**src/rtl/owid_pkg.sv**
```systemverilog
package owid_pkg;

  typedef enum logic [2:0] {
    ST_IDLE,   // no bus reset seen yet
    ST_ARM,    // long low seen, waiting for release
    ST_PRES,   // presence sequence running
    ST_CMD,    // receiving the command byte
    ST_READ,   // streaming the identity
    ST_SRCH,   // search arbitration
    ST_QUIET   // silent until next bus reset
  } ow_state_e;

  localparam logic [7:0] OP_READ_A = 8'h33;
  localparam logic [7:0] OP_READ_B = 8'h0F;
  localparam logic [7:0] OP_MATCH  = 8'h55;
  localparam logic [7:0] OP_SKIP   = 8'hCC;
  localparam logic [7:0] OP_SEARCH = 8'hF0;

  // reflected CRC-8, polynomial x^8+x^5+x^4+1, bit 0 first
  function automatic logic [7:0] crc8_lsb(input logic [55:0] d);
    logic [7:0] c;
    c = 8'h00;
    for (int i = 0; i < 56; i++) begin
      if (c[0] ^ d[i]) c = (c >> 1) ^ 8'h8C;
      else             c = c >> 1;
    end
    return c;
  endfunction

endpackage

```
**src/rtl/owid_linewatch.sv**
```systemverilog
module owid_linewatch #(
  parameter int RST_US   = 480,
  parameter int ABORT_US = 120
) (
  input  logic clk,
  input  logic rst,
  input  logic tick_us,
  input  logic line_in,
  input  logic self_mask,
  output logic fall,
  output logic rise,
  output logic rst_hit,
  output logic abort_hit
);
  localparam int CW = $clog2(RST_US + 1);

  logic          line_q;
  logic [CW-1:0] low_cnt;
  logic          low_run;

  assign low_run = tick_us && !line_in && !self_mask;

  always_ff @(posedge clk) begin
    if (rst) begin
      line_q  <= 1'b1;
      low_cnt <= '0;
    end else begin
      line_q <= line_in;
      if (line_in || self_mask)
        low_cnt <= '0;
      else if (tick_us && low_cnt != CW'(RST_US))
        low_cnt <= low_cnt + 1'b1;
    end
  end

  assign fall      = line_q && !line_in && !self_mask;
  assign rise      = !line_q && line_in;
  assign rst_hit   = low_run && (low_cnt == CW'(RST_US - 1));
  assign abort_hit = low_run && (low_cnt == CW'(ABORT_US - 1));

endmodule

```
**src/rtl/owid_presence.sv**
```systemverilog
module owid_presence #(
  parameter int WAIT_US = 30,
  parameter int LEN_US  = 120
) (
  input  logic clk,
  input  logic rst,
  input  logic tick_us,
  input  logic start,
  output logic drv,
  output logic done
);
  localparam int MAXV = (WAIT_US > LEN_US) ? WAIT_US : LEN_US;
  localparam int CW   = $clog2(MAXV + 1);
  localparam logic [1:0] PH_OFF  = 2'd0;
  localparam logic [1:0] PH_WAIT = 2'd1;
  localparam logic [1:0] PH_DRV  = 2'd2;

  logic [1:0]    phase;
  logic [CW-1:0] cnt;

  always_ff @(posedge clk) begin
    if (rst) begin
      phase <= PH_OFF;
      cnt   <= '0;
      done  <= 1'b0;
    end else begin
      done <= 1'b0;
      if (start) begin
        phase <= PH_WAIT;
        cnt   <= '0;
      end else if (tick_us) begin
        case (phase)
          PH_WAIT: begin
            if (cnt == CW'(WAIT_US - 1)) begin
              phase <= PH_DRV;
              cnt   <= '0;
            end else begin
              cnt <= cnt + 1'b1;
            end
          end
          PH_DRV: begin
            if (cnt == CW'(LEN_US - 1)) begin
              phase <= PH_OFF;
              cnt   <= '0;
              done  <= 1'b1;
            end else begin
              cnt <= cnt + 1'b1;
            end
          end
          default: cnt <= '0;
        endcase
      end
    end
  end

  assign drv = (phase == PH_DRV);

endmodule

```
**src/rtl/owid_slot.sv**
```systemverilog
module owid_slot #(
  parameter int SAMPLE_US = 30,
  parameter int HOLD0_US  = 30   // must not exceed SAMPLE_US
) (
  input  logic clk,
  input  logic rst,
  input  logic tick_us,
  input  logic fall,
  input  logic en,
  input  logic send_zero,
  input  logic line_in,
  output logic drv,
  output logic strobe,
  output logic bit_val
);
  localparam int CW = $clog2(SAMPLE_US + 1);

  logic          active;
  logic [CW-1:0] cnt;

  always_ff @(posedge clk) begin
    if (rst) begin
      active  <= 1'b0;
      cnt     <= '0;
      drv     <= 1'b0;
      strobe  <= 1'b0;
      bit_val <= 1'b1;
    end else begin
      strobe <= 1'b0;
      if (fall && en) begin
        active <= 1'b1;
        cnt    <= '0;
        drv    <= send_zero;
      end else if (active && tick_us) begin
        if (cnt == CW'(HOLD0_US - 1)) drv <= 1'b0;
        if (cnt == CW'(SAMPLE_US - 1)) begin
          active  <= 1'b0;
          strobe  <= 1'b1;
          bit_val <= line_in;
        end
        cnt <= cnt + 1'b1;
      end
    end
  end

endmodule

```
**src/rtl/owid_responder.sv**
```systemverilog
module owid_responder
  import owid_pkg::*;
#(
  parameter logic [7:0]  FAMILY_CODE = 8'h01,
  parameter logic [47:0] SERIAL_NUM  = 48'h0000_0001_B81C,
  parameter int RST_US     = 480,
  parameter int ABORT_US   = 120,
  parameter int PD_WAIT_US = 30,
  parameter int PD_LEN_US  = 120,
  parameter int SAMPLE_US  = 30,
  parameter int HOLD0_US   = 30
) (
  input  logic clk,
  input  logic rst,
  input  logic tick_us,
  input  logic line_in,
  output logic pull_n
);
  localparam int ID_BITS = 64;
  localparam int IDX_W   = $clog2(ID_BITS);
  localparam logic [ID_BITS-1:0] ID_VALUE =
    {crc8_lsb({SERIAL_NUM, FAMILY_CODE}), SERIAL_NUM, FAMILY_CODE};

  ow_state_e      state;
  logic [7:0]     cmd_sr;
  logic [7:0]     cmd_next;
  logic [2:0]     cmd_cnt;
  logic [IDX_W-1:0] idx;
  logic [1:0]     ph;
  logic           id_bit;

  logic fall, rise, rst_hit, abort_hit;
  logic pres_start, pres_drv, pres_done, pres_q;
  logic slot_en, send_zero, slot_drv, strobe, bit_val;
  logic in_txn;

  owid_linewatch #(.RST_US(RST_US), .ABORT_US(ABORT_US)) u_watch (
    .clk(clk), .rst(rst), .tick_us(tick_us), .line_in(line_in),
    .self_mask(pres_q), .fall(fall), .rise(rise),
    .rst_hit(rst_hit), .abort_hit(abort_hit)
  );

  owid_presence #(.WAIT_US(PD_WAIT_US), .LEN_US(PD_LEN_US)) u_pres (
    .clk(clk), .rst(rst), .tick_us(tick_us), .start(pres_start),
    .drv(pres_drv), .done(pres_done)
  );

  owid_slot #(.SAMPLE_US(SAMPLE_US), .HOLD0_US(HOLD0_US)) u_slot (
    .clk(clk), .rst(rst), .tick_us(tick_us), .fall(fall), .en(slot_en),
    .send_zero(send_zero), .line_in(line_in), .drv(slot_drv),
    .strobe(strobe), .bit_val(bit_val)
  );

  assign id_bit     = ID_VALUE[idx];
  assign cmd_next   = {bit_val, cmd_sr[7:1]};
  assign in_txn     = (state == ST_CMD) || (state == ST_READ) || (state == ST_SRCH);
  assign slot_en    = in_txn;
  assign pres_start = (state == ST_ARM) && rise;

  always_comb begin
    send_zero = 1'b0;
    if (state == ST_READ)                  send_zero = !id_bit;
    else if (state == ST_SRCH && ph == 2'd0) send_zero = !id_bit;
    else if (state == ST_SRCH && ph == 2'd1) send_zero = id_bit;
  end

  always_ff @(posedge clk) begin
    if (rst) begin
      state   <= ST_IDLE;
      cmd_sr  <= '0;
      cmd_cnt <= '0;
      idx     <= '0;
      ph      <= '0;
    end else if (rst_hit) begin
      state <= ST_ARM;
    end else if (abort_hit && in_txn) begin
      state <= ST_QUIET;
    end else begin
      case (state)
        ST_ARM:  if (rise) state <= ST_PRES;
        ST_PRES: begin
          if (pres_done) begin
            state   <= ST_CMD;
            cmd_cnt <= '0;
            idx     <= '0;
            ph      <= '0;
          end
        end
        ST_CMD: begin
          if (strobe) begin
            cmd_sr  <= cmd_next;
            cmd_cnt <= cmd_cnt + 1'b1;
            if (cmd_cnt == 3'd7) begin
              case (cmd_next)
                OP_READ_A, OP_READ_B: state <= ST_READ;
                OP_SEARCH:            state <= ST_SRCH;
                OP_MATCH, OP_SKIP:    state <= ST_QUIET;
                default:              state <= ST_QUIET;
              endcase
            end
          end
        end
        ST_READ: begin
          if (strobe) begin
            if (idx == IDX_W'(ID_BITS - 1)) state <= ST_QUIET;
            else                             idx   <= idx + 1'b1;
          end
        end
        ST_SRCH: begin
          if (strobe) begin
            case (ph)
              2'd0: ph <= 2'd1;
              2'd1: ph <= 2'd2;
              default: begin
                ph <= 2'd0;
                if (bit_val != id_bit || idx == IDX_W'(ID_BITS - 1))
                  state <= ST_QUIET;
                else
                  idx <= idx + 1'b1;
              end
            endcase
          end
        end
        default: ;
      endcase
    end
  end

  always_ff @(posedge clk) begin
    if (rst) begin
      pull_n <= 1'b1;
      pres_q <= 1'b0;
    end else begin
      pull_n <= !(pres_drv || slot_drv);
      pres_q <= pres_drv;
    end
  end

endmodule

```
**config.mk**
```make
export PLATFORM = sky130hd
export DESIGN_NAME = owid_responder
export DESIGN_NICKNAME = d
export VERILOG_FILES = /design/src/rtl/owid_pkg.sv /design/src/rtl/owid_linewatch.sv /design/src/rtl/owid_presence.sv /design/src/rtl/owid_slot.sv /design/src/rtl/owid_responder.sv
export SDC_FILE = /design/constraint.sdc
export NUM_CORES = 1
export LEC_CHECK = 0
export ABC_AREA = 1
export BUFFER_PORTS_ARGS = -buffer_cell sky130_fd_sc_hd__clkbuf_2
export CORE_MARGIN = 4
export CORE_UTILIZATION = 60
export DETAILED_ROUTE_END_ITERATION = 10
export PLACE_DENSITY = 0.75
export REMOVE_ABC_BUFFERS = 1
export SLEW_MARGIN = 0
export SYNTH_ARGS = -nofsm -noshare
export SYNTH_HDL_FRONTEND = slang
export SYNTH_SLANG_ARGS = --single-unit
```
**constraint.sdc**
```tcl
create_clock -name clk -period 2.3 [get_ports clk]
set_input_delay 0.115 -clock clk [delete_from_list [all_inputs] [get_ports clk]]
set_output_delay 0.115 -clock clk [all_outputs]
set_load 0.03 [all_outputs]
```
==> flow_summary.yaml, run 1 <==
worst_setup_path:
  cp-end-kind: "flip-flop"
  cp.arrival_ns: 2.29
  startpoint: "idx[0]"
  r2r-start: "idx[0]"
  critPathMaxFanout: 5
  critPathKind: "flip-flop to flip-flop"
  critPathRequiredTime_ns: 2.52
  critPathLaunchType: "flip-flop"
global_routing:
  grt_pass1_wl_um: 11600
  grt_max_degree: 21
  grt_pass1_vias: 2645
  use_met3_pct: 3.74
  grt.total_usage_pct: 22.7
  grt-ovfl-total: 0
  antenna_found_initial: 0
  grt_busiest_layer: "met2"
  grtUsageMet2_pct: 37.7
  use_met1_pct: 29.9
timing:
  rsz0062_at_grt: "no"
  hold_viol: 0
  final.min_clock_period_ns: 2.08
  period_share_pct: 90.3
  tightest_slew_ns: 0.516
  worst_slack_ns: 0.222
  skew_ns: 0.00739
  slew_headroom_pct: 65.5
  setup_viol: 0
  clock.fmax_mhz: 481
  slew_viol_final: 0
  hold_slack_ns: 0.140
  tns_ns: 0
logic_synthesis:
  synthFlopType: "dfxtp_1"
  synth.largest_area_cell: "dfxtp_1"
  synth-edff-count: 0
  seq_area_frac_synth_pct: 34.8
  synth.avg_cell_area_um2: 6.98
  synthTopCellsByArea: "dfxtp_1 35%, nand2_1 9.5%, inv_1 7.6%"
  synthAdderAreaFrac_pct: 5.33
  synthCells: 437
  synth_top_area_share_pct: 34.8
  synthMuxAreaShare_pct: 0
  synthMostInstantiatedCell: "nand2_1"
  synth_xor_area_share_pct: 2.58
  synth_warnings: 0
  ys_ff_latch: 53
  synth-simple-area-share_pct: 33.0
  synth_compound_area_share_pct: 14.2
  synth_common_cells: "77 x nand2_1, 62 x inv_1, 53 x dfxtp_1, 42 x nor2_1, 36 x nand3_1"
  async_flop_share_pct: 0
  synth_area_um2: 3050
  synth_top_family_by_area: "simple AND/OR/NAND/NOR gates"
  yosysUniqueCellTypes: 39
placed_design:
  numPortBuffers: 4
  dpl_cell_area_um2: 3140
  globalplace.congestion: 0.928
  pre_cts_ws_ns: 0.113
  dp.final_hpwl_um: 4760
cts:
  clockBufferDepth: 2
  cts_made_buffers: 5
  path_clk_slew_ns: 0.10
  cts.sinks: 53
  cts_tree: "done"
  cts-root-buf: "clkbuf_8"
  cts_max_level: 2
  clock_latency_ns: 0.31
job:
  max_cap_viol_count: 0
floorplanning:
  dieWidth_um: 79.3
  die_y_um: 79.3
  pin_count: 5
  coreArea_um2: 4820
  start_util_pct: 63.3
  die-area_um2: 6290
  row_count: 25
detailed_routing:
  wl_um: 6410
  detail-route-antenna-nets: 0
  wire_per_inst_um: 12.5
  route.detailed.drc: 0
  vias: 2762
  dr.first_iter.drc_count: 151
  via_per_inst: 5.38
  firstDrtPassIters: 5
power:
  ir_drop_mv: 0.370
  cellPowerDensity_nw_per_um2: 496
  p_leak_uw: 0.00130
  power_uw: 1630
status:
  outcome: "finished, final reports clean"
hold_path:
  hp-class: "primary input to flip-flop"
  min-delay-start: "rst"
cells_and_area:
  fin_area_um2: 3280
  area_growth_pct: 7.42
  drive_above_1_share_pct: 13.9
  nets: 462
  diodes: 0
## power by group
| part | internal [µW] | switching (µW) | total [µW] |
|---|---|---|---|
| Clock | 355 | 304 | 659 |
| Sequential | 919 | 1.38 | 921 |
| Combinational | 11.2 | 35.7 | 46.9 |
| Total | 1290 | 341 | 1630 |
## cell type report
| type | count | area, µm² |
|---|---|---|
| tap | 67 | 83.8 |
| clock buffer | 7 | 86.3 |
| timing repair buffer | 7 | 42.5 |
| multi-input combinational | 305 | 1690 |
| sequential | 53 | 1060 |
| fill | 461 | 1540 |
| clock inverter | 1 | 30.0 |
| inverter | 73 | 278 |
## state kept, by name, indices dropped and copies added, names as in the netlist
| register | flops |
|---|---|
| u_slot.active | 1 |
| u_slot.cnt | 5 |
| pull_n | 1 |
| u_slot.bit_val | 1 |
| pres_q | 1 |
| u_watch.line_q | 1 |
| u_pres.done | 1 |
| cmd_cnt | 3 |
| state | 3 |
| u_slot.drv | 1 |
| u_pres.phase | 2 |
| id_bit | 1 |
| cmd_sr | 7 |
| ph | 2 |
| idx | 6 |
| u_watch.low_cnt | 9 |
| u_pres.cnt | 7 |
| u_slot.strobe | 1 |
## metrics by stage
step / std cells / utilization [%]
detailed placement: 505 / 65.3
floorplan: 431 / -
finish: 513 / 68.0
CTS: 513 / 67.7
global route: 513 / 68.0
global placement: 505 / 65.3
## final timing paths
check        depth (start not counted)        to  slack, ns
max reg2reg                         11  state[0]       0.22
min reg2reg                          1    pull_n       0.47
min                                  2    idx[4]       0.14
max                                 11  state[0]       0.22
## cells in the final DEF, fill, tap and decap left out, types with 2 or more instances in the layout
cell,n
a211oi_1,2
a21oi_1,29
buf_4,3
clkbuf_2,4
clkbuf_8,6
dfxtp_1,51
dfxtp_2,2
ha_1,12
inv_1,62
inv_2,9
nand2_1,77
nand2_2,13
nand3_1,35
nand3_2,4
nand4_1,5
nor2_1,41
nor2_2,4
nor2_4,4
nor3_1,11
nor4_1,7
o21ai_0,28
o21bai_1,2
o22ai_1,3
o41ai_1,2
or2_2,4
xnor2_1,3
xor2_1,6
## repair_timing
| item | 4_1_cts | 5_1_grt |
|---|---|---|
| hold buffers | 0 | 0 |
| setup endpoints to repair | 0 | 3 |
| buffers inserted | 0 | 0 |
| gates resized for setup | 0 | 7 |
| hold endpoints to repair | 0 | 0 |
## routing by layer
metal	up-vias	wire length [µm]	part of all wire, %
met5	-	0	0
met4	0	97	1.5
met3	12	237	3.7
met2	57	2930	46
met1	1259	3140	49
li1	1434	-	-
## critical path: stages (launching register included)
cell,delay [ns]
dfxtp_2,0.39
ha_1,0.24
nand3_2,0.15
or2_2,0.31
a21oi_1,0.13
o221ai_1,0.16
o41ai_1,0.10
nand2_1,0.15
a21oi_1,0.13
o21ai_0,0.10
nand2_1,0.08
inv_1,0.04
## cells by family (layout without fill, tap and decap cells)
group	count (synthesis)	after routing
buffers and inverters	79	88
adder cells (fa/ha/maj)	13	13
flip-flops	53	53
XOR/XNOR	9	9
AND/OR/NAND/NOR	208	208
AO/OA/AOI/OAI	75	75
(Power assumes the default switching activity.)
==> run 2, diff against run 1 <==
Settings changed: BUFFER_PORTS_ARGS -buffer_cell sky130_fd_sc_hd__clkbuf_2 to unset, DONT_BUFFER_PORTS set to 1, PLACE_DENSITY 0.75 to 0.74, SKIP_CTS_REPAIR_TIMING set to 1.
==> run 2 against run 1 <==
  * Combinational power is 6.4% lower
  * Total power decreased by 9.0%
  * First-iteration DRC count up 82%
  * Die area is the same
  * Critical path depth up 3
  * Routed wire length increased by 0.41%
  * Via count fell by 0.80%
  * Global-route usage decreased by 0.18 points
  * Critical path type unchanged
  * Critical endpoint is now id_bit
==> flow_summary.yaml, run 2 (synthesis gave the netlist of run 1 again) <==
cts:
  clock_latency_ns: 0.31
  path_clk_slew_ns: 0.09
  cts-root-buf: "clkbuf_8"
  clockBufferDepth: 2
  cts_max_level: 2
  cts_made_buffers: 5
  cts.sinks: 53
  cts_tree: "done"
detailed_routing:
  detail-route-antenna-nets: 0
  wl_um: 6440
  route.detailed.drc: 0
  dr.first_iter.drc_count: 275
  firstDrtPassIters: 5
  via_per_inst: 5.34
  wire_per_inst_um: 12.5
  vias: 2740
cells_and_area:
  area_growth_pct: 6.85
  largest_register_ffs: 9
  reg_top3: "u_watch.low_cnt: 9 flops, cmd_sr: 7 flops, u_pres.cnt: 7 flops"
  utilization_pct: 67.7
  fin_area_um2: 3260
  nets: 462
  final_common_cell: "nand2_1"
  mostFrequentLayoutCells: "77 x nand2_1, 62 x inv_1, 52 x dfxtp_1, 42 x nor2_1, 35 x nand3_1"
  stdcell_count: 513
  regMostFlops: "u_watch.low_cnt"
  diodes: 0
  drive_above_1_share_pct: 12.3
power:
  ir_drop_mv: 0.448
  cellPowerDensity_nw_per_um2: 454
  p_leak_uw: 0.00127
placed_design:
  numPortBuffers: 0
  dpl_cell_area_um2: 3120
  dp_cells: 501
  dp.final_hpwl_um: 4790
  globalplace.congestion: 0.934
timing:
  slew_viol_final: 0
  tightest_slew_ns: 0.507
  final.min_clock_period_ns: 2.15
  skew_ns: 0.00772
  hold_viol: 0
  rsz0062_at_grt: "yes"
  setup_viol: 0
  clock.fmax_mhz: 465
  tns_ns: 0
  slew_headroom_pct: 65.9
  period_share_pct: 93.4
floorplanning:
  die-area_um2: 6290
  pin_count: 5
  coreArea_um2: 4820
  dieWidth_um: 79.3
  die_y_um: 79.3
  row_count: 25
  start_util_pct: 63.3
hold_path:
  hp-class: "primary input to flip-flop"
worst_setup_path:
  cp.arrival_ns: 2.36
  critPathRequiredTime_ns: 2.51
  critPathMaxFanout: 7
  cp-end-kind: "flip-flop"
  critPathKind: "flip-flop to flip-flop"
  critPathLaunchType: "flip-flop"
job:
  max_cap_viol_count: 0
global_routing:
  grt_pass1_wl_um: 11500
  grt_pass1_vias: 2569
  antenna_found_initial: 0
  grt-ovfl-total: 0
  grt.total_usage_pct: 22.5
  grt_max_degree: 21
status:
  outcome: "finished, final reports clean"
==> run 2: path summary, 6_finish.rpt <==
path | slack, ns | cells past startpoint | endpoint | startpoint
setup / recovery | 0.15 | 14 | id_bit | state[2]
hold / removal | 0.005 | 2 | u_pres.phase[0] | line_in
setup reg to reg | 0.15 | 14 | id_bit | state[2]
hold reg to reg | 0.46 | 1 | pull_n | u_slot.drv
==> run 2: critical path: stages (launching register included) <==
cell and delay, ns:
dfxtp_1 0.49, ha_1 0.27, inv_1 0.13, nand2_2 0.10, nand2_2 0.09, nor2_8 0.16
nand3_4 0.15, nand2_2 0.11, nand3_2 0.11, nand3_1 0.14, nand2_1 0.07, nand3_1 0.08
nand2_1 0.05, nand2_1 0.05, nand2_1 0.04
==> run 2: final cells by class <==
class	count	area [µm²]
Fill cell	460	1560
Timing Repair Buffer	7	62.6
Inverter	73	278
Sequential cell	53	1060
Multi-Input combinational cell	305	1690
Clock buffer	7	76.3
Clock inverter	1	7.51
Tap cell	67	83.8
==> run 2: power by group <==
group	switching, µW	internal [µW]	leakage [µW]
combinational	30.8	13.1	0.000807
clock	299	216	0.0000385
sequential	1.29	919	0.000428
total	331	1150	0.00127
==> run 2: routing by layer <==
metal  GRT usage, %  vias up  share of wire (%)
li1               -     1435                  -
met1           28.7     1228                 47
met2           37.8       69                 47
met3           4.65        8                4.6
met4           7.22        0                1.2
met5              0        -                  0
==> run 2: stage by stage <==
step | worst slack [ns] | hold slack (ns) | power [µW]
final | 0.151 | 0.00502 | 1480
after CTS | 0.109 | -0.142 | 1490
after floorplan | 0.426 | 0.184 | 968
after global routing | -0.00100 | 0.00867 | 1540
after global placement | 0.201 | 0.186 | 978
after detailed placement | 0.132 | 0.190 | 979
==> run 3, diff against run 2 <==
Settings changed: ABC_AREA 1 to unset.
Clock period 2.3 ns to 2 ns, I/O delays scaled along.
==> run 3 against run 2 <==
  * Total power is 15% higher
  * Critical path depth is 5 lower
  * Core utilization is 15 points higher
  * Sequential cell count stayed put
  * Register-to-register slack worse by 0.75 ns
  * Routed wire length is 22% higher
  * Clock skew is 0.0011 ns higher
  * First-iteration DRC count is 7.6% lower
  * Largest power group unchanged
  * Combinational power is 4% higher
  * The run now ends with setup timing left
  * Clock power is 15% higher
  * Final area is 20% higher
  * Synthesized area is 2.2% lower
==> flow_summary.yaml, run 3 <==
logic_synthesis:
  synthTopCellsByArea: "dfxtp_1 36%, nor2_1 6.5%, ha_1 5.5%"
  synth_compound_area_share_pct: 18.7
  synth_top_family_by_area: "simple AND/OR/NAND/NOR gates"
  synthCells: 365
  synthMuxAreaShare_pct: 3.73
  synthFlopType: "dfxtp_1"
  synth_top_area_share_pct: 35.6
  synth-edff-count: 0
  synth_xor_area_share_pct: 4.70
  ys_ff_latch: 53
  synth.avg_cell_area_um2: 8.17
  synth_common_cells: "53 x dfxtp_1, 52 x nor2_1, 39 x nand2_1, 20 x inv_1"
  yosysUniqueCellTypes: 66
  synthMostInstantiatedCell: "dfxtp_1"
  seq_area_frac_synth_pct: 35.6
  synthAdderAreaFrac_pct: 5.45
  synth-simple-area-share_pct: 26.8
  synth_area_um2: 2980
  synth.largest_area_cell: "dfxtp_1"
  synth_warnings: 0
  async_flop_share_pct: 0
timing:
  hold_viol: 0
  worst_slack_ns: -0.597
  rsz0062_at_grt: "yes"
  hold_slack_ns: 0.0298
  tightest_slew_ns: 0.911
  period_share_pct: 130
  slew_viol_final: 0
  final.min_clock_period_ns: 2.60
  setup_viol: 10
  clock.fmax_mhz: 385
  skew_ns: 0.00885
  slew_headroom_pct: 39.1
  tns_ns: -1.86
worst_setup_path:
  cp_top_family: "compound AO/OA/AOI/OAI gates"
  critPathMaxFanout: 4
  cp_slowest_cell: "a221o_2"
  crit_buf_inv: 0
  critPathLaunchType: "flip-flop"
  critPathKind: "flip-flop to flip-flop"
  slowest_delay_ns: 0.44
  cp_cell_sequence: "ha_4, and3_4, and4_4, a221o_2, o41a_1, or2_1, a2111o_1, nand4_1, o211ai_2"
  critPathRequiredTime_ns: 2.18
  cp-end-kind: "flip-flop"
  cp.arrival_ns: 2.78
status:
  outcome: "finished, violations left"
  failed_checks: "setup timing"
floorplanning:
  start_util_pct: 62.7
  die_y_um: 78.5
  pin_count: 5
  row_count: 25
  dieWidth_um: 78.5
  coreArea_um2: 4750
  die-area_um2: 6160
global_routing:
  grt_max_degree: 29
  grt.total_usage_pct: 24.2
  grt-ovfl-total: 0
  grt_pass1_vias: 2841
  grt_pass1_wl_um: 12300
  antenna_found_initial: 0
cts:
  clockBufferDepth: 2
  cts-root-buf: "clkbuf_8"
  clock_latency_ns: 0.30
  cts_max_level: 2
  cts.sinks: 53
  cts_tree: "done"
  cts_made_buffers: 5
  path_clk_slew_ns: 0.09
power:
  power_frac_comb_pct: 2.7
  p_int_uw: 1320
  seqPwrFrac_pct: 62.4
  cellPowerDensity_nw_per_um2: 433
  ir_drop_mv: 0.354
  p_switching_uw: 376
  p_clk_share_pct: 34.9
  power_uw: 1700
  swShare_pct: 22.2
  p_leak_uw: 0.00146
cells_and_area:
  diodes: 0
  multi_input_comb_area_um2: 1950
  utilization_pct: 82.3
  mostFrequentLayoutCells: "71 x buf_4, 51 x dfxtp_1, 50 x nor2_1, 39 x nand2_1, 18 x inv_1"
  nets: 459
  regMostFlops: "u_watch.low_cnt"
  largest_register_ffs: 9
  stdcell_count: 510
  fillers: 320
  regArea_um2: 1070
  final_common_cell: "buf_4"
  drive_above_1_share_pct: 28.9
  area_growth_pct: 31.2
  reg_top3: "u_watch.low_cnt: 9 flops, cmd_sr: 7 flops, u_pres.cnt: 7 flops"
placed_design:
  dp_cells: 491
  globalplace.congestion: 0.988
  dp.final_hpwl_um: 5270
  numPortBuffers: 0
detailed_routing:
  via_per_inst: 5.85
  route.detailed.drc: 0
  wire_per_inst_um: 15.4
  dr.first_iter.drc_count: 254
  wl_um: 7830
  detail-route-antenna-nets: 0
  firstDrtPassIters: 5
  vias: 2984
hold_path:
  hp-class: "primary input to flip-flop"
job:
  max_cap_viol_count: 0
-- run 3: tightest hold or removal path: cells and delay by family --
family	cells	cell delay (ns)
simple gates	1	0.07
compound gates	2	0.11
-- run 3: metal layers --
metal  vias to the layer above  share of wire (%)  global-route usage [%]
met5                         -                  0                       0
met4                         0                2.2                    9.09
met3                        22                3.7                    3.44
met2                        85                 50                    41.9
met1                      1423                 44                    30.2
li1                       1454                  -                       -
-- run 3: power by group through the flow --
stage,sequential (µW),clock [µW],combinational [µW]
finish,1060,592,45.8
global route,1060,654,50.0
CTS,1060,605,28.5
detailed placement,1080,0,28.6
global placement,1080,0,28.3
floorplan,1080,0,18.2
-- run 3: cell type report --
| cell class | count | share of cell area, % |
|---|---|---|
| inverter | 21 | 2.01 |
| clock buffer | 7 | 1.95 |
| sequential | 53 | 27.2 |
| tap | 67 | 2.14 |
| clock inverter | 1 | 0.192 |
| multi-input combinational | 279 | 49.8 |
| timing repair buffer | 82 | 16.7 |
-- run 3: cell families after synthesis --
group,count (synthesis)
AND/OR/NAND/NOR,160
AO/OA/AOI/OAI,79
flip-flops,53
buffers and inverters,33
XOR/XNOR,16
adder cells (fa/ha/maj),13
multiplexers,11
-- run 3: worst paths after layout --
check | cells past startpoint | start | to | slack, ns
max | 9 | u_watch.low_cnt[1] | id_bit | -0.60
min | 3 | tick_us | u_pres.cnt[2] | 0.03
max reg2reg | 9 | u_watch.low_cnt[1] | id_bit | -0.60
min reg2reg | 2 | u_slot.active | u_slot.active | 0.46
-- run 3: per-stage QoR --
stage               worst slack [ns]  cell area, µm²
floorplan                     -0.645            2910
global placement              -0.646            3530
detailed placement            -0.750            3530
CTS                           -0.784            3610
global route                  -0.663            3910
finish                        -0.597            3910
